==> src/rtl/rtc_pkg.sv <==
package rtc_pkg;
  localparam int ADDR_W = 4;
  localparam int DATA_W = 16;

  typedef enum logic [ADDR_W-1:0] {
    A_HM   = 4'd0,
    A_SEC  = 4'd1,
    A_AHM  = 4'd2,
    A_ASEC = 4'd3,
    A_CTRL = 4'd4,
    A_STAT = 4'd5,
    A_IEN  = 4'd6,
    A_DAY  = 4'd8,
    A_ADAY = 4'd9
  } reg_addr_e;

  localparam int B_ALM    = 2;
  localparam int B_1HZ    = 4;
  localparam int B_PER0   = 7;
  localparam int B_RUN    = 7;
  localparam int HR_LSB   = 8;
  localparam int SEC_W    = 6;
  localparam int MIN_W    = 6;
  localparam int HR_W     = 5;
  localparam int SEC_LAST = 59;
  localparam int MIN_LAST = 59;
  localparam int HR_LAST  = 23;
endpackage

==> src/rtl/rtc_time_cnt.sv <==
module rtc_time_cnt
  import rtc_pkg::*;
#(
  parameter int DAY_W = 16
) (
  input  logic              clk_i,
  input  logic              rst_ni,
  input  logic              run_i,
  input  logic              tick_i,
  input  logic              wr_hm_i,
  input  logic              wr_sec_i,
  input  logic              wr_day_i,
  input  logic [DATA_W-1:0] wdata_i,
  output logic [SEC_W-1:0]  sec_o,
  output logic [MIN_W-1:0]  min_o,
  output logic [HR_W-1:0]   hr_o,
  output logic [DAY_W-1:0]  day_o,
  output logic [SEC_W-1:0]  nxt_sec_o,
  output logic [MIN_W-1:0]  nxt_min_o,
  output logic [HR_W-1:0]   nxt_hr_o,
  output logic [DAY_W-1:0]  nxt_day_o,
  output logic              adv_o
);
  logic [SEC_W-1:0] sec_q;
  logic [MIN_W-1:0] min_q;
  logic [HR_W-1:0]  hr_q;
  logic [DAY_W-1:0] day_q;
  logic sec_end, min_end, hr_end, wr_any;

  assign wr_any  = wr_hm_i | wr_sec_i | wr_day_i;
  assign adv_o   = run_i & tick_i & ~wr_any;
  assign sec_end = (sec_q == SEC_W'(SEC_LAST));
  assign min_end = (min_q == MIN_W'(MIN_LAST));
  assign hr_end  = (hr_q == HR_W'(HR_LAST));

  always_comb begin
    nxt_sec_o = sec_end ? '0 : sec_q + SEC_W'(1);
    nxt_min_o = min_q;
    nxt_hr_o  = hr_q;
    nxt_day_o = day_q;
    if (sec_end) begin
      nxt_min_o = min_end ? '0 : min_q + MIN_W'(1);
      if (min_end) begin
        nxt_hr_o = hr_end ? '0 : hr_q + HR_W'(1);
        if (hr_end) nxt_day_o = day_q + DAY_W'(1);
      end
    end
  end

  always_ff @(posedge clk_i or negedge rst_ni) begin
    if (!rst_ni) begin
      sec_q <= '0;
      min_q <= '0;
      hr_q  <= '0;
      day_q <= '0;
    end else if (adv_o) begin
      sec_q <= nxt_sec_o;
      min_q <= nxt_min_o;
      hr_q  <= nxt_hr_o;
      day_q <= nxt_day_o;
    end else begin
      // host write wins over a coincident tick
      if (wr_sec_i) sec_q <= wdata_i[SEC_W-1:0];
      if (wr_hm_i) begin
        min_q <= wdata_i[MIN_W-1:0];
        hr_q  <= wdata_i[HR_LSB +: HR_W];
      end
      if (wr_day_i) day_q <= wdata_i[DAY_W-1:0];
    end
  end

  assign sec_o = sec_q;
  assign min_o = min_q;
  assign hr_o  = hr_q;
  assign day_o = day_q;
endmodule

==> src/rtl/rtc_alarm_cmp.sv <==
module rtc_alarm_cmp
  import rtc_pkg::*;
#(
  parameter int DAY_W = 16
) (
  input  logic              clk_i,
  input  logic              rst_ni,
  input  logic              wr_ahm_i,
  input  logic              wr_asec_i,
  input  logic              wr_aday_i,
  input  logic [DATA_W-1:0] wdata_i,
  input  logic              adv_i,
  input  logic [SEC_W-1:0]  nxt_sec_i,
  input  logic [MIN_W-1:0]  nxt_min_i,
  input  logic [HR_W-1:0]   nxt_hr_i,
  input  logic [DAY_W-1:0]  nxt_day_i,
  output logic [SEC_W-1:0]  asec_o,
  output logic [MIN_W-1:0]  amin_o,
  output logic [HR_W-1:0]   ahr_o,
  output logic [DAY_W-1:0]  aday_o,
  output logic              hit_o
);
  logic [SEC_W-1:0] asec_q;
  logic [MIN_W-1:0] amin_q;
  logic [HR_W-1:0]  ahr_q;
  logic [DAY_W-1:0] aday_q;

  always_ff @(posedge clk_i or negedge rst_ni) begin
    if (!rst_ni) begin
      asec_q <= '0;
      amin_q <= '0;
      ahr_q  <= '0;
      aday_q <= '0;
    end else begin
      if (wr_asec_i) asec_q <= wdata_i[SEC_W-1:0];
      if (wr_ahm_i) begin
        amin_q <= wdata_i[MIN_W-1:0];
        ahr_q  <= wdata_i[HR_LSB +: HR_W];
      end
      if (wr_aday_i) aday_q <= wdata_i[DAY_W-1:0];
    end
  end

  // compare against the time this tick lands on
  assign hit_o = adv_i && (nxt_sec_i == asec_q) && (nxt_min_i == amin_q)
              && (nxt_hr_i == ahr_q) && (nxt_day_i == aday_q);

  assign asec_o = asec_q;
  assign amin_o = amin_q;
  assign ahr_o  = ahr_q;
  assign aday_o = aday_q;
endmodule

==> src/rtl/rtc_irq_ctrl.sv <==
module rtc_irq_ctrl
  import rtc_pkg::*;
#(
  parameter int NPER = 9
) (
  input  logic              clk_i,
  input  logic              rst_ni,
  input  logic              run_i,
  input  logic              tick_i,
  input  logic [NPER-1:0]   per_i,
  input  logic              alarm_i,
  input  logic              wr_stat_i,
  input  logic              wr_ien_i,
  input  logic [DATA_W-1:0] wdata_i,
  output logic [DATA_W-1:0] stat_o,
  output logic [DATA_W-1:0] ien_o,
  output logic              irq_o
);
  localparam int TOP_BIT = B_PER0 + NPER - 1;

  logic [DATA_W-1:0] ev, mask, clr, stat_q, ien_q;

  always_comb begin
    mask = '0;
    mask[B_ALM] = 1'b1;
    mask[B_1HZ] = 1'b1;
    for (int k = B_PER0; k <= TOP_BIT; k++) mask[k] = 1'b1;
  end

  always_comb begin
    ev = '0;
    ev[B_ALM] = alarm_i;
    ev[B_1HZ] = run_i & tick_i;
  end

  logic [NPER-1:0] per_ev;
  for (genvar k = 0; k < NPER; k++) begin : g_per
    assign per_ev[k] = run_i & per_i[k];
  end

  logic [DATA_W-1:0] ev_all;
  always_comb begin
    ev_all = ev;
    ev_all[B_PER0 +: NPER] = per_ev;
  end

  assign clr = wr_stat_i ? wdata_i : '0;

  always_ff @(posedge clk_i or negedge rst_ni) begin
    if (!rst_ni) begin
      stat_q <= '0;
      ien_q  <= '0;
    end else begin
      stat_q <= ((stat_q & ~clr) | ev_all) & mask;
      if (wr_ien_i) ien_q <= wdata_i & mask;
    end
  end

  assign stat_o = stat_q;
  assign ien_o  = ien_q;
  assign irq_o  = |(stat_q & ien_q);
endmodule

==> src/rtl/rtc_core.sv <==
module rtc_core
  import rtc_pkg::*;
#(
  parameter int DAY_W = 16,
  parameter int NPER  = 9
) (
  input  logic              clk_i,
  input  logic              rst_ni,
  input  logic [ADDR_W-1:0] addr_i,
  input  logic              we_i,
  input  logic [DATA_W-1:0] wdata_i,
  output logic [DATA_W-1:0] rdata_o,
  input  logic              tick_1hz_i,
  input  logic [NPER-1:0]   per_i,
  output logic              irq_o
);
  logic run_q;
  logic [SEC_W-1:0] t_sec, n_sec, a_sec;
  logic [MIN_W-1:0] t_min, n_min, a_min;
  logic [HR_W-1:0]  t_hr, n_hr, a_hr;
  logic [DAY_W-1:0] t_day, n_day, a_day;
  logic adv, hit;
  logic [DATA_W-1:0] stat, ien;

  logic wr_hm, wr_sec, wr_day, wr_ahm, wr_asec, wr_aday, wr_ctrl, wr_stat, wr_ien;
  assign wr_hm   = we_i && (addr_i == A_HM);
  assign wr_sec  = we_i && (addr_i == A_SEC);
  assign wr_day  = we_i && (addr_i == A_DAY);
  assign wr_ahm  = we_i && (addr_i == A_AHM);
  assign wr_asec = we_i && (addr_i == A_ASEC);
  assign wr_aday = we_i && (addr_i == A_ADAY);
  assign wr_ctrl = we_i && (addr_i == A_CTRL);
  assign wr_stat = we_i && (addr_i == A_STAT);
  assign wr_ien  = we_i && (addr_i == A_IEN);

  always_ff @(posedge clk_i or negedge rst_ni) begin
    if (!rst_ni)      run_q <= 1'b0;
    else if (wr_ctrl) run_q <= wdata_i[B_RUN];
  end

  rtc_time_cnt #(.DAY_W(DAY_W)) u_time (
    .clk_i, .rst_ni,
    .run_i(run_q), .tick_i(tick_1hz_i),
    .wr_hm_i(wr_hm), .wr_sec_i(wr_sec), .wr_day_i(wr_day), .wdata_i,
    .sec_o(t_sec), .min_o(t_min), .hr_o(t_hr), .day_o(t_day),
    .nxt_sec_o(n_sec), .nxt_min_o(n_min), .nxt_hr_o(n_hr), .nxt_day_o(n_day),
    .adv_o(adv)
  );

  rtc_alarm_cmp #(.DAY_W(DAY_W)) u_alarm (
    .clk_i, .rst_ni,
    .wr_ahm_i(wr_ahm), .wr_asec_i(wr_asec), .wr_aday_i(wr_aday), .wdata_i,
    .adv_i(adv), .nxt_sec_i(n_sec), .nxt_min_i(n_min), .nxt_hr_i(n_hr), .nxt_day_i(n_day),
    .asec_o(a_sec), .amin_o(a_min), .ahr_o(a_hr), .aday_o(a_day),
    .hit_o(hit)
  );

  rtc_irq_ctrl #(.NPER(NPER)) u_irq (
    .clk_i, .rst_ni,
    .run_i(run_q), .tick_i(tick_1hz_i), .per_i, .alarm_i(hit),
    .wr_stat_i(wr_stat), .wr_ien_i(wr_ien), .wdata_i,
    .stat_o(stat), .ien_o(ien), .irq_o
  );

  always_comb begin
    rdata_o = '0;
    case (addr_i)
      A_HM:    begin rdata_o[HR_LSB +: HR_W] = t_hr; rdata_o[MIN_W-1:0] = t_min; end
      A_SEC:   rdata_o[SEC_W-1:0] = t_sec;
      A_AHM:   begin rdata_o[HR_LSB +: HR_W] = a_hr; rdata_o[MIN_W-1:0] = a_min; end
      A_ASEC:  rdata_o[SEC_W-1:0] = a_sec;
      A_CTRL:  rdata_o[B_RUN] = run_q;
      A_STAT:  rdata_o = stat;
      A_IEN:   rdata_o = ien;
      A_DAY:   rdata_o[DAY_W-1:0] = t_day;
      A_ADAY:  rdata_o[DAY_W-1:0] = a_day;
      default: rdata_o = '0;
    endcase
  end
endmodule

==> config.mk <==
export PLATFORM = sky130hd
export DESIGN_NAME = rtc_core
export DESIGN_NICKNAME = d
export VERILOG_FILES = /design/src/rtl/rtc_pkg.sv /design/src/rtl/rtc_time_cnt.sv /design/src/rtl/rtc_alarm_cmp.sv /design/src/rtl/rtc_irq_ctrl.sv /design/src/rtl/rtc_core.sv
export SDC_FILE = /design/constraint.sdc
export NUM_CORES = 1
export LEC_CHECK = 0
export BUFFER_PORTS_ARGS = -buffer_cell sky130_fd_sc_hd__clkbuf_2
export CAP_MARGIN = 0
export CORE_UTILIZATION = 63
export CTS_BUF_LIST = sky130_fd_sc_hd__clkbuf_4
export DETAILED_ROUTE_END_ITERATION = 10
export GPL_TIMING_DRIVEN = 0
export PLACE_DENSITY = 0.83
export SLEW_MARGIN = 5
export SYNTH_ARGS = -nofsm -noshare
export SYNTH_HDL_FRONTEND = slang
export SYNTH_HIERARCHICAL = 1
export SYNTH_SLANG_ARGS = --single-unit
export TNS_END_PERCENT = 30
==> constraint.sdc <==
create_clock -name clk_i -period 3.69 [get_ports clk_i]
set_clock_uncertainty 0.15 [all_clocks]
set_input_delay 1.107 -clock clk_i [delete_from_list [all_inputs] [get_ports clk_i]]
set_output_delay 1.107 -clock clk_i [all_outputs]
set_load 0.01 [all_outputs]
== After elaboration in Yosys (flattened, before gate mapping) ==
Index checks and enable logic that the tools add are counted.
Cells by class
  mux-type cells: 23
  add/subtract/negate cells: 4
  bitwise operators: 18
  reduce and logical (&&, ||, !) cells: 18
  equal/unequal tests: 15
Operator list (count)
  $mux 16: 6
  $pmux 6 s8: 1
  $mux 6: 7
  $and 16x16->16: 2
  $pmux 5 s6: 1
  $mux 5: 5
  $add 16x1->16 const B: 1
  $eq 16x16->1: 1
  $not 16->16: 1
  $or 16x16->16: 1
  $reduce_or 16->1: 1
  $logic_and 1x1->1: 13
  $add 6x1->6 const B: 2
  $eq 4x3->1 const B: 3
  $eq 6x6->1: 2
  $eq 6x6->1 const B: 2
  $pmux 3 s4: 1
  $and 1x1->1: 11
  $eq 4x2->1 const B: 2
  $eq 4x4->1 const B: 2
  $reduce_bool 2->1: 3
  $add 5x1->5 const B: 1
  $eq 5x5->1: 1
  $eq 5x5->1 const B: 1
  other kinds (6): 7
Storage, ports and cells
  register bits: 89
  word-level logic and storage cells: 89
  output and inout port bits: 17

== Logic depth before layout (Yosys ltp) ==
Gate-level depths: netlist of the first run.
  word-level depth: 11
  depth in mapped cells: 13

== Cells and area by module ==
Netlist of the first run, hierarchy kept.
By module, submodules not included
  rtc_time_cnt: instances 1, cells an instance 333, seq. area each 825.8 µm², area each 2722.6 µm²
  rtc_alarm_cmp: instances 1, cells an instance 115, seq. area each 825.8 µm², area each 1581.5 µm²
  rtc_core: instances 1, cells an instance 132, seq. area each 25.0 µm², area each 1018.5 µm²
  rtc_irq_ctrl: instances 1, cells an instance 76, seq. area each 550.5 µm², area each 1003.5 µm²

== Worst setup path before layout of the first run ==
No wires, ideal clock.
  path type: input to register
  from: in addr_i[3]
  to: reg u_time.hr_q[1] (netlist: u_time/hr_o[1])
  required time: 3414 ps
  stages on the path: 11
  library setup time: 126 ps
  buffers on the path: 3
  path slack: 341 ps
  arrival time: 3073 ps
  cells stage by stage: buf_2 buf_2 nor2_1 nand2_1 nor3_1 and4bb_2 buf_4 nand2_2 inv_1 a21o_1 a221o_1
On the way
  longest elaborated chain between the ends: 7
Ends and longest elaborated chain
  start: declaration: RTL line rtc_core.sv:9  | input logic [ADDR_W-1:0] addr_i,
  $logic_not 4->1 *: RTL line rtc_core.sv:26  | assign wr_hm = we_i && (addr_i == A_HM);
  $logic_and 1x1->1 *: RTL line rtc_core.sv:26
  named net wr_hm: RTL line rtc_core.sv:25  | logic wr_hm, wr_sec, wr_day, wr_ahm, wr_asec, wr_aday, wr_ctrl, wr_stat, wr_ien;
  $or 1x1->1 (2 in series): RTL line rtc_time_cnt.sv:30  | assign wr_any = wr_hm_i | wr_sec_i | wr_day_i;
  $not 1->1: RTL line rtc_time_cnt.sv:31  | assign adv_o = run_i & tick_i & ~wr_any;
  $and 1x1->1: RTL line rtc_time_cnt.sv:31
  $mux 5 / $reduce_bool 2->1 (equally long branches)
  end signal: assignment: RTL line rtc_time_cnt.sv:59  | hr_q <= nxt_hr_o;
  end signal: assignment: RTL line rtc_time_cnt.sv:66  | hr_q <= wdata_i[HR_LSB +: HR_W];
  end: declaration: RTL line rtc_time_cnt.sv:26  | logic [HR_W-1:0] hr_q;
The timed path passes the listed nets; every way through them passes the cells marked *.
A chain may end at the register's enable or synchronous reset.

== Worst setup path in the final report of the first run ==
  from: in addr_i[3]
  to: reg u_irq.stat_q[2] (netlist: u_irq/stat_o[2])
On the way
  longest elaborated chain between the ends: 11
Ends and longest elaborated chain
  $logic_not 4->1: RTL line rtc_core.sv:26
  $logic_and 1x1->1: RTL line rtc_core.sv:26
  named net wr_hm: RTL line rtc_core.sv:25
  $or 1x1->1 (2 in series): RTL line rtc_time_cnt.sv:30
  $not 1->1: RTL line rtc_time_cnt.sv:31
  $and 1x1->1: RTL line rtc_time_cnt.sv:31
  named net adv: RTL line rtc_core.sv:22  | logic adv, hit;
  $logic_and 1x1->1 (2 in series): RTL line rtc_alarm_cmp.sv:45  | assign hit_o = adv_i && (nxt_sec_i == asec_q) && (nxt_min_i == amin_q)
  $logic_and 1x1->1 (2 in series): RTL line rtc_alarm_cmp.sv:46  | && (nxt_hr_i == ahr_q) && (nxt_day_i == aday_q);
  named net hit: RTL line rtc_core.sv:22
  $or 16x16->16: RTL line rtc_irq_ctrl.sv:54  | stat_q <= ((stat_q & ~clr) | ev_all) & mask;
  end signal: assignment: RTL line rtc_irq_ctrl.sv:54
  end: declaration: RTL line rtc_irq_ctrl.sv:21  | logic [DATA_W-1:0] ev, mask, clr, stat_q, ien_q;
The timed path passes the listed nets, and every way through them passes these cells.

==> flow_results.org, run 1 <==
** Outcome
- Outcome :: finished, final reports clean

** Finish
- Fill cells in the final layout number about 730.
- From synthesis to final layout, the design area changed by 11.5%.
- Fraction of layout instances using a drive strength above 1 :: 0.249
- The final layout contains approximately 760 nets.
- The repair_antennas step left the layout with diodes totalling 0.
- The finished layout holds 863 standard cells, fillers aside.
- Total area of multi-input combinational cells :: 3830 um^2
- Combined flip-flop and latch cell area :: between 2000 and 2500 um^2

** Floorplanning
- Core Rows :: 36
- Die extent in x :: roughly 100 um
- Die height :: about 100 um
- Core Box Area :: approximately 10000 um^2
- The die covers approximately 10000 um^2.
- Ports :: 50
- Starting density of the core :: 0.647

** Run
- The tool flagged a number of max-cap violations equal to 0.

** Global routing
- Global routing usage summed across all routing layers :: 0.398
- Wire length of the first global-routing pass :: approximately 31000 um
- Number of antenna violations at the first check in global routing :: 0
- The number of global-route vias before repair came to around 5600.
- Aggregate global routing overflow :: 0
- Entering global routing, the biggest net connects 50 pins.

** STA
- Setup violations remaining at the end of the flow were counted as 0.
- Of the available clock period, the critical path in the final layout requires 0.999.
- Hold Violations, Final :: 0
- Maximum clock rate :: 271 MHz
- Min Clock Period, post-route :: ~3.7 ns
- Slew @ Worst Pin :: about 0.64 ns
- The number of slew-limit violations in the final report is 0.
- Slew HR :: 0.570

** Detailed routing
- Remaining antenna violation count after routing :: 0
- DRC violations left :: 0
- Number of vias per cell :: just under 7
- Total vias in the final route :: slightly below 6000
- First drt pass iteration count :: 5
- Final wirelength :: about 20000 um
- Routed length per instance :: 23.2 um
- Number of violations reported at the end of detailed-routing iteration 0 :: 671

** Power
- The share of total power dissipated in the clock network is 0.190.
- Power density over the cells :: around 480 nW/um^2
- Of the total power, the share spent switching nets is 0.393.
- Net load switching power :: 1.34 mW
- Of the total power, registers draw 0.448.
- Lkg Pwr :: 3.00 nW
- The share of total power dissipated in combinational logic is 0.362.
- Overall power consumption :: 3.41 mW
- The internal power of the cells totals 2.07 mW.
- Worst IR Drop VDD :: 0.281 mV

** Setup path
- The largest single stage delay on the critical path is 0.49 ns.
- The critical path goes through clkbuf_2 -> clkbuf_4 -> clkbuf_4 -> nor2_1 -> nand2_1 -> nor3_2 -> and4bb_2 -> buf_4 -> nand2_2 -> inv_1 -> clkbuf_1 -> nand3_1 -> nor3_2 -> a21o_1.
- Crit-path max FO :: 10
- For the worst setup path, the data required time is slightly below 4 ns.
- Arrival @ worst endpoint :: slightly below 4 ns
- The kind of cell with the highest combined delay along the critical path is simple AND/OR/NAND/NOR gates.
- The critical path contains buffers and inverters numbering 6 combined.
- STA classifies the critical path endpoint as a flip-flop.
- Critical Setup Path Class :: in -> reg
- STA classifies the critical path startpoint as a primary input.
- Slowest-stage cell, CP :: nor3_2

** Yosys
- Count of distinct cell types in the synthesized netlist :: 75
- Each instance of the synthesized netlist takes up on average between 9 and 10 um^2.
- The complex-gate fraction of the synthesized area is 0.156.
- Most frequent cell after synthesis :: dfrtp_1
- Main combinational cell family by area after synthesis :: simple AND/OR/NAND/NOR gates
- In this run, synthesis produced a sequential element count of 89.
- By count the netlist is led by dfrtp_1 (89), nand2_1 (48), mux2_2 (41).
- Counting flops with a built-in enable in the synthesized netlist gives 0.
- Syn Std Cell Area :: about 6300 um^2
- Leading area contributor after synthesis :: dfrtp_1
- Most area-consuming cells after synthesis :: dfrtp_1 (35%), mux2_2 (7.3%), xor2_1 (4.8%), mux2i_1 (4.4%), nand2_1 (2.8%)
- Of the total synthesized cell area, the portion taken by XOR and XNOR cells is 0.0748.
- Main flop type after synthesis :: dfrtp_1
- Share of synthesized area spent on multiplexers :: 0.141
- Of the total synthesized cell area, the portion taken by full adders, half adders and majority gates is 0.00791.
- Share of synthesized cell area in and, or, nand and nor gates :: 0.208
- Post-synthesis cell count :: about 660
- The share of synthesized area in the top cell type comes to 0.352.
- After synthesis, the share of flip-flops with an asynchronous set or reset is 1.00.
- Of the synthesized area, sequential elements account for 0.352.
- Yosys Warn Count :: 6

** Placement
- After legalization and detailed placement, the total HPWL measured around 15000 um.
- In this run the tool buffered the top-level ports with approximately 50 buffer cells.
- The congestion estimate from routability-driven global placement came to between 0.9 and 1.
- Counting tap cells, the placed design contains a total of about 850 instances.

** CTS
- CTS saw ~90 sinks.
- After clock tree synthesis, the clock-pin slew on the worst setup and hold paths is around 0.14 ns.
- Number of clock buffers inserted by TritonCTS :: 9
- TritonCTS clock tree :: yes
- The H-tree was split into 3 levels.
- Number of buffers inserted by post-CTS setup repair :: 0
- Quantity of hold-fixing buffers added after cts :: 0
- CTS placed an instance of clkbuf_4 at the clock tree root.
- The clock passes through at most 2 buffers.
- Insertion delay to the later sink of the worst-skew pair :: roughly 0.47 ns

** Min path
- The worst hold path belongs to the class reg -> reg.
## routing by layer
| layer | vias to the layer above | global-route usage | wire length (um) |
|---|---|---|---|
| li1 | 2575 | - | - |
| met1 | 2864 | 0.556 | 8120 |
| met2 | 409 | 0.598 | 8990 |
| met3 | 64 | 0.0711 | 2210 |
| met4 | 0 | 0.187 | 747 |
| met5 | - | 0 | 0 |
## area by class of cell
type | count | share of cell area
buffer | 55 | 0.0500
clock buffer | 11 | 0.0117
clock inverter | 5 | 0.0114
inverter | 11 | 0.00586
multi-input combinational | 509 | 0.543
sequential | 89 | 0.316
tap | 133 | 0.0236
timing repair buffer | 50 | 0.0390
## placed cells by master, fill, tap and decap left out, types with 10 or more instances in the layout
master and n:
dfrtp_1 89, clkbuf_1 14, conb_1 10, o21ai_0 15
clkbuf_2 47, buf_2 16, mux2i_1 23, mux2_4 10
mux2_2 41, buf_4 14, a31oi_1 15, a22o_1 14
nand3_1 26, clkbuf_4 15, inv_1 10, nor4_1 11
a22oi_1 22, nand2_1 48, nand4_1 16, xnor2_1 19
nor2_1 37, xor2_1 35
## power groups by stage
stage | registers (mW) | clock network, mW | logic (mW)
2_1_floorplan | 1.41 | 0 | 0.880
3_3_place_gp | 1.50 | 0 | 1.14
3_5_place_dp | 1.52 | 0 | 1.18
4_1_cts | 1.50 | 0.649 | 1.19
5_1_grt | 1.56 | 0.692 | 1.32
6_report | 1.53 | 0.647 | 1.23
## state kept, by name (all words and copies together), names as in the netlist
register	flops
u_alarm/amin_o	6
run_q	1
u_time/day_o	16
u_alarm/asec_o	6
u_irq/stat_o	11
u_time/min_o	6
u_alarm/aday_o	16
u_irq/ien_o	11
u_time/sec_o	6
u_alarm/ahr_o	5
u_time/hr_o	5
## final timing paths
check                      slack, ns  cells past startpoint        startpoint           endpoint
max in group asynchronous       2.23                      2            rst_ni  u_alarm/aday_o[2]
hold / removal                  0.40                      1  u_irq/stat_o[14]   u_irq/stat_o[14]
min in group asynchronous       0.50                      1            rst_ni   u_irq/stat_o[14]
setup reg to reg                0.11                     11    u_time/hr_o[0]    u_irq/stat_o[2]
hold reg to reg                 0.40                      1  u_irq/stat_o[14]   u_irq/stat_o[14]
setup / recovery               0.003                     14         addr_i[3]    u_irq/stat_o[2]
## worst reg2reg max path, delay by kind of cell, from the launching register on
kind            cells  cell delay [ns]
xor+xnor            2             0.31
fa+ha+maj           1             0.28
compound gates      1             0.11
buf+inv             1             0.27
flops               1             0.48
simple gates        6             1.93
## stage by stage
step           cell area (um^2)  worst slack, ns  TNS [ns]  utilization  hold WS (ns)
2_1_floorplan              6360            0.341         0            -         0.321
3_5_place_dp               6800           -0.631    -12.09        0.696         0.371
3_3_place_gp               6770           -0.534     -9.14        0.693         0.364
6_report                   7050          0.00315         0        0.721         0.401
5_1_grt                    7050         -0.00775  -0.00775        0.721         0.436
4_1_cts                    6990         -0.00192  -0.00271        0.715         0.401
## repair_timing
item,4_1_cts,5_1_grt
resized for setup,6,17
pin swaps,1,2
setup endpoints to repair,21,13
cloned,0,0
## logic make-up (layout without fill, tap and decap cells)
logic type	Yosys count	count (layout)
AOI/OAI and AO/OA	132	132
xor gates and xnor gates	54	54
adders and majority gates	4	4
buffers and inverters	67	132
DFF	89	89
muxes	79	79
other	1	10
and+or+nand+nor	230	230
No activity file was read; power rests on OpenSTA's default activity.
==> run 2: changes to the inputs <==
--- a/config.mk
+++ b/config.mk
@@ -7,11 +7,11 @@
 export LEC_CHECK = 0
 export BUFFER_PORTS_ARGS = -buffer_cell sky130_fd_sc_hd__clkbuf_2
 export CAP_MARGIN = 0
-export CORE_UTILIZATION = 63
-export CTS_BUF_LIST = sky130_fd_sc_hd__clkbuf_4
+export CORE_UTILIZATION = 59
+export CTS_BUF_LIST = sky130_fd_sc_hd__clkbuf_8
 export DETAILED_ROUTE_END_ITERATION = 10
 export GPL_TIMING_DRIVEN = 0
-export PLACE_DENSITY = 0.83
+export PLACE_DENSITY = 0.79
 export SLEW_MARGIN = 5
 export SYNTH_ARGS = -nofsm -noshare
 export SYNTH_HDL_FRONTEND = slang
==> run 2 against run 1 <==
Cell count rose by 0.35%; largest cell class unchanged; combinational power about the same; sequential power barely moved; sequential share of layout area down 0.29 points; clock-buffer cell count fell by 1; utilization is 3.5 points lower; routed wire length is essentially flat; non-clock buffer count did not move; via count decreased by 0.36%.
==> flow_results.org, run 2 (same netlist as run 1, synthesis figures left out) <==
** Outcome
- Outcome :: finished, final reports clean (unchanged)

** STA
- Setup TNS Final :: 0 ns (unchanged)
- The achievable frequency was 273 MHz (was 271 MHz).
- The pin slew with the least headroom to its limit was 0.661 ns (was 0.645 ns).
- The number of slew-limit violations in the final report came to 0 (unchanged).
- The smallest hold slack came to 0.396 ns (was 0.401 ns).
- Slew HR :: 0.560 (was 0.570)
- Min Clock Period, post-route :: 3.66 ns (was 3.69 ns)
- Final setup violation count :: 0 (unchanged)
- Hold Violations, Final :: 0 (unchanged)
- Setup repair after global routing could not meet its margin everywhere.
- The part of the cycle the worst path needs is 0.992 (was 0.999).

** Floorplanning
- Die area :: 11100 um^2 (was 10400 um^2)
- Die height :: 106 um (was 102 um)
- Core Rows :: 37 (was 36)
- The area of the core is 10400 um^2 (was 9770 um^2).
- The top-level port count was 50 (unchanged).
- The chip width came to 106 um (was 102 um).
- Starting density of the core :: 0.610 (was 0.647)

** Setup path
- The launch instance of the worst register-to-register path is u_time/hr_o[1] (was u_time/hr_o[0]).
- Critical Path RT :: 2.43 ns (was 3.91 ns)
- The largest fanout of any net on the critical path was 10 (unchanged).
- The endpoint of the worst register-to-register path is u_irq/stat_o[2] (unchanged).
- The critical path arrival is 2.40 ns (was 3.91 ns).
- Length in cells of the worst reg-to-reg path :: 11 (unchanged)
- Worst reg2reg setup slack :: 0.07 ns (was 0.11 ns)
- The startpoint type of the worst setup path was a primary input (unchanged).
- Crit path capture type :: output pin (was flip-flop)
- The critical setup path kind is in -> out (was in -> reg).

** CTS
- The total CTS buffers was 9 (unchanged).
- Max Buffers Root-to-Sink :: 2 (unchanged)
- The clock root buffer is clkbuf_8 (was clkbuf_4).
- The register clock-pin slew on the reported worst setup and hold paths came to 0.08 ns (was 0.14 ns).
- H-tree lvl count :: 3 (unchanged)
- Insertion delay to the later sink of the worst-skew pair :: 0.39 ns (was 0.47 ns)
- Sinks on Clock Net :: 89 (unchanged)
- TritonCTS clock tree :: yes (unchanged)

** Power
- Clock network fraction of total power :: 0.199 (was 0.190)
- The total power is 3.46 mW (was 3.41 mW).
- The net switching power is 1.35 mW (was 1.34 mW).
- The cell leakage power was 3.05 nW (was 3.00 nW).
- Internal power :: 2.11 mW (was 2.07 mW)
- The sequential fraction of design power came to 0.440 (was 0.448).
- Worst IR Drop VDD :: 0.264 mV (was 0.281 mV)
- The power per cell area is 486 nW/um^2 (was 483 nW/um^2).
- The portion of total power attributed to combinational logic was 0.361 (was 0.362).
- Proportion of total power due to net switching :: 0.391 (was 0.393)

** Detailed routing
- The detailed-route wire length per cell came to 23.2 um (about the same).
- Number of violations reported at the end of detailed-routing iteration 0 :: 620 (was 671)
- First drt pass iteration count :: 6 (was 5)
- The detailed-route wire length is 20100 um (about the same).
- DRC violations left :: 0 (unchanged)
- The ratio of routed vias to standard cells came to 6.80 (was 6.85).
- The overall via count from detail_route came to 5891 (was 5912).
- Remaining antenna violation count after routing :: 0 (unchanged)

** Global routing
- Largest net degree at the start of global routing :: 47 (was 50)
- Wire length of the first global-routing pass :: 30800 um (was 30600 um)
- The remaining global-route overflow is 0 (unchanged).
- Number of antenna violations at the first check in global routing :: 0 (unchanged)
- Global route hottest layer :: met2 (unchanged)
- Vias in the first global route :: 5611 (was 5552)
- The met3 track demand over resource in global routing is 0.0513 (was 0.0711).
- The all-layer global routing usage is 0.369 (was 0.398).
- Met2 Track Usage GR :: 0.547 (was 0.598)
- Global Route met1 Usage :: 0.526 (was 0.556)

** Placement
- The weighted congestion reported at the end of routability-driven placement is 0.954 (was 0.981).
- The instance count after placement with tap cells included came to 851 (was 848).
- The HPWL after detailed placement came to 14800 um (was 14900 um).
- Quantity of I/O buffers inserted on ports :: 49 (unchanged)

** Finish
- The count of fill cells added during filler insertion came to 834 (was 727).
- The total inserted antenna cells was 0 (unchanged).
- The most common cell after layout, fill and taps aside is dfrtp_1 (unchanged).
- Top library cells by usage in the layout, fill and taps aside :: dfrtp_1 (89), nand2_1 (48), clkbuf_2 (48), mux2_2 (41), nor2_1 (36) (was dfrtp_1 (89), nand2_1 (48), clkbuf_2 (47), mux2_2 (41), nor2_1 (37))
- The number of nets at the end of the flow is 762 (unchanged).
- The fraction of the core area covered by cells at the end of the flow was 0.686 (was 0.721).
- Fraction of layout instances using a drive strength above 1 :: 0.251 (was 0.249)
- Post-route non-filler standard cell count :: 866 (was 863)
- Area growth from synthesis to layout :: 12.5% (was 11.5%)

** Min path
- The worst hold path depth was 1 (unchanged).
- The origin of the worst min-delay path was u_irq/stat_o[7] (was u_irq/stat_o[14]).
- The path type of the worst min-delay path was reg -> reg (unchanged).
- Worst Hold End :: u_irq/stat_o[7] (was u_irq/stat_o[14])

** Run
- The count of max-cap constraint violations was 0 (unchanged).
run 2: changes by cell type in the layout (fill, tap and decap cells not counted), moves of 2 or more:
cell	before	now
clkbuf_4	15	5
clkbuf_8	0	10
clkinvlp_4	2	0
inv_1	10	13
run 2: routing by layer:
layer / vias to the layer above / routed length [um]
li1: 2585 / -
met1: 2865 / 8480
met2: 371 / 8820
met3: 70 / 1990
met4: 0 / 780
met5: - / 0
run 2: power by group through the flow:
stage               sequential [mW]  combinational (mW)  clock (mW)
floorplan                      1.41               0.880           0
global placement               1.50                1.15           0
detailed placement             1.52                1.18           0
CTS                            1.50                1.20       0.694
global route                   1.55                1.34       0.734
finish                         1.52                1.25       0.689
run 2: worst max-delay path, cell delays in order:
cell      delay, ns
clkbuf_2       0.15
buf_6          0.19
buf_2          0.34
a31oi_1        0.18
o221ai_1       0.25
clkbuf_2       0.18
run 2: metrics by stage:
step / area (um^2) / worst slack (ns)
floorplan: 6360 / 0.341
global placement: 6780 / -0.576
detailed placement: 6810 / -0.642
CTS: 7040 / -0.000339
global route: 7120 / -0.0252
finish: 7120 / 0.0283
run 2: how the worst max path moves through the flow:
stage | startpoint | depth (start not counted) | end
finish | addr_i[0] | 6 | rdata_o[12]
global route | addr_i[3] | 7 | rdata_o[11]
CTS | addr_i[0] | 7 | rdata_o[0]
detailed placement | addr_i[3] | 14 | u_irq/stat_o[2]
global placement | addr_i[3] | 14 | u_irq/stat_o[2]
floorplan | addr_i[3] | 11 | u_time/hr_o[1]
run 2: layout make-up:
| class | count | area (um^2) | area share |
|---|---|---|---|
| multi-input cells | 509 | 3850 | 0.541 |
| flip-flops and latches | 89 | 2230 | 0.313 |
| plain buffers | 55 | 362 | 0.0508 |
| repair buffers | 50 | 275 | 0.0387 |
| well taps | 136 | 170 | 0.0239 |
| clock buffers | 10 | 138 | 0.0193 |
| clock inverters | 6 | 51.3 | 0.00721 |
| inverters | 11 | 41.3 | 0.00580 |
run 2: what timing repair did:
action | 4_1_cts | 5_1_grt
hold buffers | 0 | 0
pin swaps | 0 | 1
gates resized for setup | 10 | 22
setup endpoints to repair | 35 | 23
endpoints found under the hold margin | 0 | 0
buffers inserted | 0 | 0
==> run 3: changes to the inputs <==
--- a/config.mk
+++ b/config.mk
@@ -5,8 +5,9 @@
 export SDC_FILE = /design/constraint.sdc
 export NUM_CORES = 1
 export LEC_CHECK = 0
-export BUFFER_PORTS_ARGS = -buffer_cell sky130_fd_sc_hd__clkbuf_2
+export BUFFER_PORTS_ARGS = -buffer_cell sky130_fd_sc_hd__buf_2
 export CAP_MARGIN = 0
+export CORE_ASPECT_RATIO = 1.75
 export CORE_UTILIZATION = 59
 export CTS_BUF_LIST = sky130_fd_sc_hd__clkbuf_8
 export DETAILED_ROUTE_END_ITERATION = 10
==> run 3 against run 2 <==
Largest cell class unchanged; highest routed layer is now met5; critical path depth up 1; largest power group unchanged; design area is 1.1% lower; combinational power is essentially flat; non-clock buffer count increased by 1; the flow now finishes with violations (setup timing); worst hold slack worse by 0.0036 ns; sequential share of layout area up 0.33 points; power down 1.7%; clock-buffer cell count is 1 lower.
==> flow_results.org, run 3 (same netlist as run 1, synthesis figures left out) <==
** Outcome
- Outcome :: complete, but fails checks (was finished, final reports clean)
- Violated checks :: setup timing

** Finish
- The total inserted antenna cells came to 0 (unchanged).
- Area growth from synthesis to layout :: 11.3% (was 12.5%)
- Net count, final :: 763 (was 762)
- Post-route non-filler standard cell count :: 858 (was 866)
- The count of fill cells added during filler insertion was 849 (was 834).
- The fraction of the core area covered by cells at the end of the flow was 0.680 (was 0.686).
- The most common cell after layout, fill and taps aside is dfrtp_1 (unchanged).
- Top library cells by usage in the layout, fill and taps aside :: dfrtp_1 (89), buf_2 (66), nand2_1 (48), mux2_2 (41), nor2_1 (37) (was dfrtp_1 (89), nand2_1 (48), clkbuf_2 (48), mux2_2 (41), nor2_1 (36))
- Fraction of layout instances using a drive strength above 1 :: 0.245 (was 0.251)

** STA
- Slew HR :: 0.608 (was 0.560)
- The number of slew-limit violations in the final report is 0 (unchanged).
- RSZ-0062 raised after global routing :: yes (unchanged)
- The final number of setup-violating endpoints came to 6 (was 0).
- The total count of hold-check failures in the final report is 0 (unchanged).
- The final critical path time including I/O delays and setup is 3.72 ns (was 3.66 ns).
- The pin slew with the least headroom to its limit is 0.588 ns (was 0.661 ns).
- Minimum setup slack in the final design :: -0.0292 ns (was 0.0283 ns)
- Setup TNS Final :: -0.0919 ns (was 0 ns)
- The achievable frequency is 269 MHz (was 273 MHz).
- Final critical-path share of the clock period :: 1.01 (was 0.992)

** Setup path
- CP Launch Type :: primary input (unchanged)
- The critical path arrival came to 2.46 ns (was 2.40 ns).
- Slowest-stage cell, CP :: or3_1 (was buf_2)
- The endpoint of the worst register-to-register path is u_irq/stat_o[2] (unchanged).
- Worst setup path startpoint :: addr_i[1] (was addr_i[0])
- The largest fanout of any net on the critical path was 10 (unchanged).
- Cells along the critical path: buf_2 -> buf_6 -> or3_1 -> buf_2 -> o22a_1 -> o221ai_1 -> buf_2 (was clkbuf_2 -> buf_6 -> buf_2 -> a31oi_1 -> o221ai_1 -> clkbuf_2).
- Length in cells of the worst reg-to-reg path :: 11 (unchanged)
- Critical Setup Path Class :: in -> out (unchanged)
- The launch instance of the worst register-to-register path is u_time/hr_o[0] (was u_time/hr_o[1]).
- Crit path capture type :: output pin (unchanged)
- The required time at the endpoint of the critical path came to 2.43 ns (about the same).
- Highest cell delay on the worst timing path :: 0.38 ns (was 0.34 ns)
- The most repeated library cell on the critical path is buf_2 (was clkbuf_2).
- Worst reg2reg setup slack :: 0.12 ns (was 0.07 ns)
- The endpoint of the worst setup timing path is rdata_o[2] (was rdata_o[12]).

** CTS
- The total CTS buffers was 9 (unchanged).
- TritonCTS clock tree :: yes (unchanged)
- Quantity of hold-fixing buffers added after cts :: 0 (unchanged)
- Clock root buffer :: clkbuf_8 (unchanged)
- Insertion delay to the later sink of the worst-skew pair :: 0.38 ns (was 0.39 ns)
- H-tree lvl count :: 3 (unchanged)
- Max Buffers Root-to-Sink :: 2 (unchanged)
- Sinks on Clock Net :: 89 (unchanged)
- Clock input transition at the sequential cells of the worst setup and hold paths :: 0.09 ns (was 0.08 ns)

** Detailed routing
- First drt pass iteration count :: 5 (was 6)
- The detailed-route wire length came to 21300 um (was 20100 um).
- The count of antenna-violating nets left after detailed routing came to 0 (unchanged).
- The overall via count from detail_route came to 5903 (was 5891).
- Routed length per instance :: 24.8 um (was 23.2 um)
- Number of violations reported at the end of detailed-routing iteration 0 :: 557 (was 620)
- DRC violations left :: 0 (unchanged)
- Number of vias per cell :: 6.88 (was 6.80)

** Power
- Lkg Pwr :: 3.03 nW (was 3.05 nW)
- Proportion of total power due to net switching :: 0.406 (was 0.391)
- The portion of total power attributed to combinational logic is 0.368 (was 0.361).
- Power density over the cells :: 483 nW/um^2 (was 486 nW/um^2)
- The peak supply drop was 0.392 mV (was 0.264 mV).
- Net load switching power :: 1.38 mW (was 1.35 mW)
- Internal power :: 2.02 mW (was 2.11 mW)
- The sequential fraction of design power was 0.449 (was 0.440).
- The clock share of power came to 0.183 (was 0.199).

** Floorplanning
- The initial core utilization was 0.611 (was 0.610).
- Die extent in x :: 80.3 um (was 106 um)
- Ports :: 50 (unchanged)
- The placement row count was 49 (was 37).
- Die height :: 139 um (was 106 um)
- The area of the core is 10400 um^2 (about the same).
- Die area :: 11200 um^2 (was 11100 um^2)

** Placement
- Quantity of I/O buffers inserted on ports :: 49 (unchanged)
- Final weighted congestion of routability-driven global placement :: 0.950 (was 0.954)
- Post-placement cell count :: 842 (was 851)
- Detailed placement HPWL :: 16100 um (was 14800 um)

** Global routing
- Largest net degree at the start of global routing :: 67 (was 47)
- Wire length of the first global-routing pass :: 32500 um (was 30800 um)
- The remaining global-route overflow was 0 (unchanged).
- The number of global-route vias before repair came to 5947 (was 5611).
- The number of antenna violations at the first check in global routing came to 0 (unchanged).
- Global routing usage summed across all routing layers :: 0.399 (was 0.369)

** Min path
- The origin of the worst min-delay path is u_irq/stat_o[2] (was u_irq/stat_o[7]).
- The path type of the worst min-delay path is reg -> reg (unchanged).
- The worst hold path depth was 1 (unchanged).

** Run
- The count of max-cap constraint violations is 0 (unchanged).
## run 3: cell count changes in the layout (fill, tap and decap cells not counted), sizes merged
| cell | before | now |
|---|---|---|
| bufinv | 1 | 0 |
| clkinvlp | 0 | 2 |
| clkbuf | 76 | 24 |
| buf | 39 | 91 |
## run 3: area by class of cell
type,count,area [um^2],share of cell area
timing repair buffer,50,275,0.0391
inverter,11,41.3,0.00586
clock buffer,9,124,0.0176
tap,127,159,0.0226
multi-input combinational,509,3820,0.543
clock inverter,7,46.3,0.00657
buffer,56,348,0.0494
sequential,89,2230,0.316
## run 3: timing repair
action / in CTS / in global routing
buffers inserted: 0 / 0
setup endpoints to repair: 12 / 13
pin swaps: 0 / 0
resized for setup: 9 / 8
## run 3: worst min-delay path by stage
stage / endpoint / slack, ns
after floorplan: u_irq/stat_o[2] / 0.32
after global placement: u_irq/stat_o[2] / 0.35
after detailed placement: u_irq/stat_o[2] / 0.36
after CTS: u_irq/stat_o[2] / 0.38
after global routing: u_irq/ien_o[14] / 0.42
final: u_irq/stat_o[2] / 0.39
## run 3: power by group through the flow
| stage | clock network, mW | logic, mW | registers, mW |
|---|---|---|---|
| after floorplan | 0 | 0.880 | 1.41 |
| after global placement | 0 | 1.17 | 1.52 |
| after CTS | 0.630 | 1.22 | 1.51 |
| final | 0.622 | 1.25 | 1.53 |
| after detailed placement | 0 | 1.20 | 1.53 |
| after global routing | 0.673 | 1.33 | 1.55 |
## run 3: routing by layer
metal	global-route usage	wire, um	vias up
met5	0.0238	33	-
met4	0.339	2020	2
met3	0.0724	1400	112
met2	0.661	10400	363
met1	0.424	7410	2845
li1	-	-	2581
## run 3: critical path, delay by kind of cell
family                 cells  cell delay (ns)
AO/OA/AOI/OAI              2             0.34
buffers and inverters      4             0.62
AND/OR/NAND/NOR            1             0.38
## run 3: stage by stage
stage          hold WS [ns]  cell area (um^2)  setup WS [ns]  power, mW
2_1_floorplan         0.321              6360          0.341       2.29
3_3_place_gp          0.349              6760         -0.495       2.69
3_5_place_dp          0.357              6790         -0.515       2.73
4_1_cts               0.381              7000        0.00454       3.36
5_1_grt               0.422              7040        -0.0715       3.56
6_report              0.393              7040        -0.0292       3.40
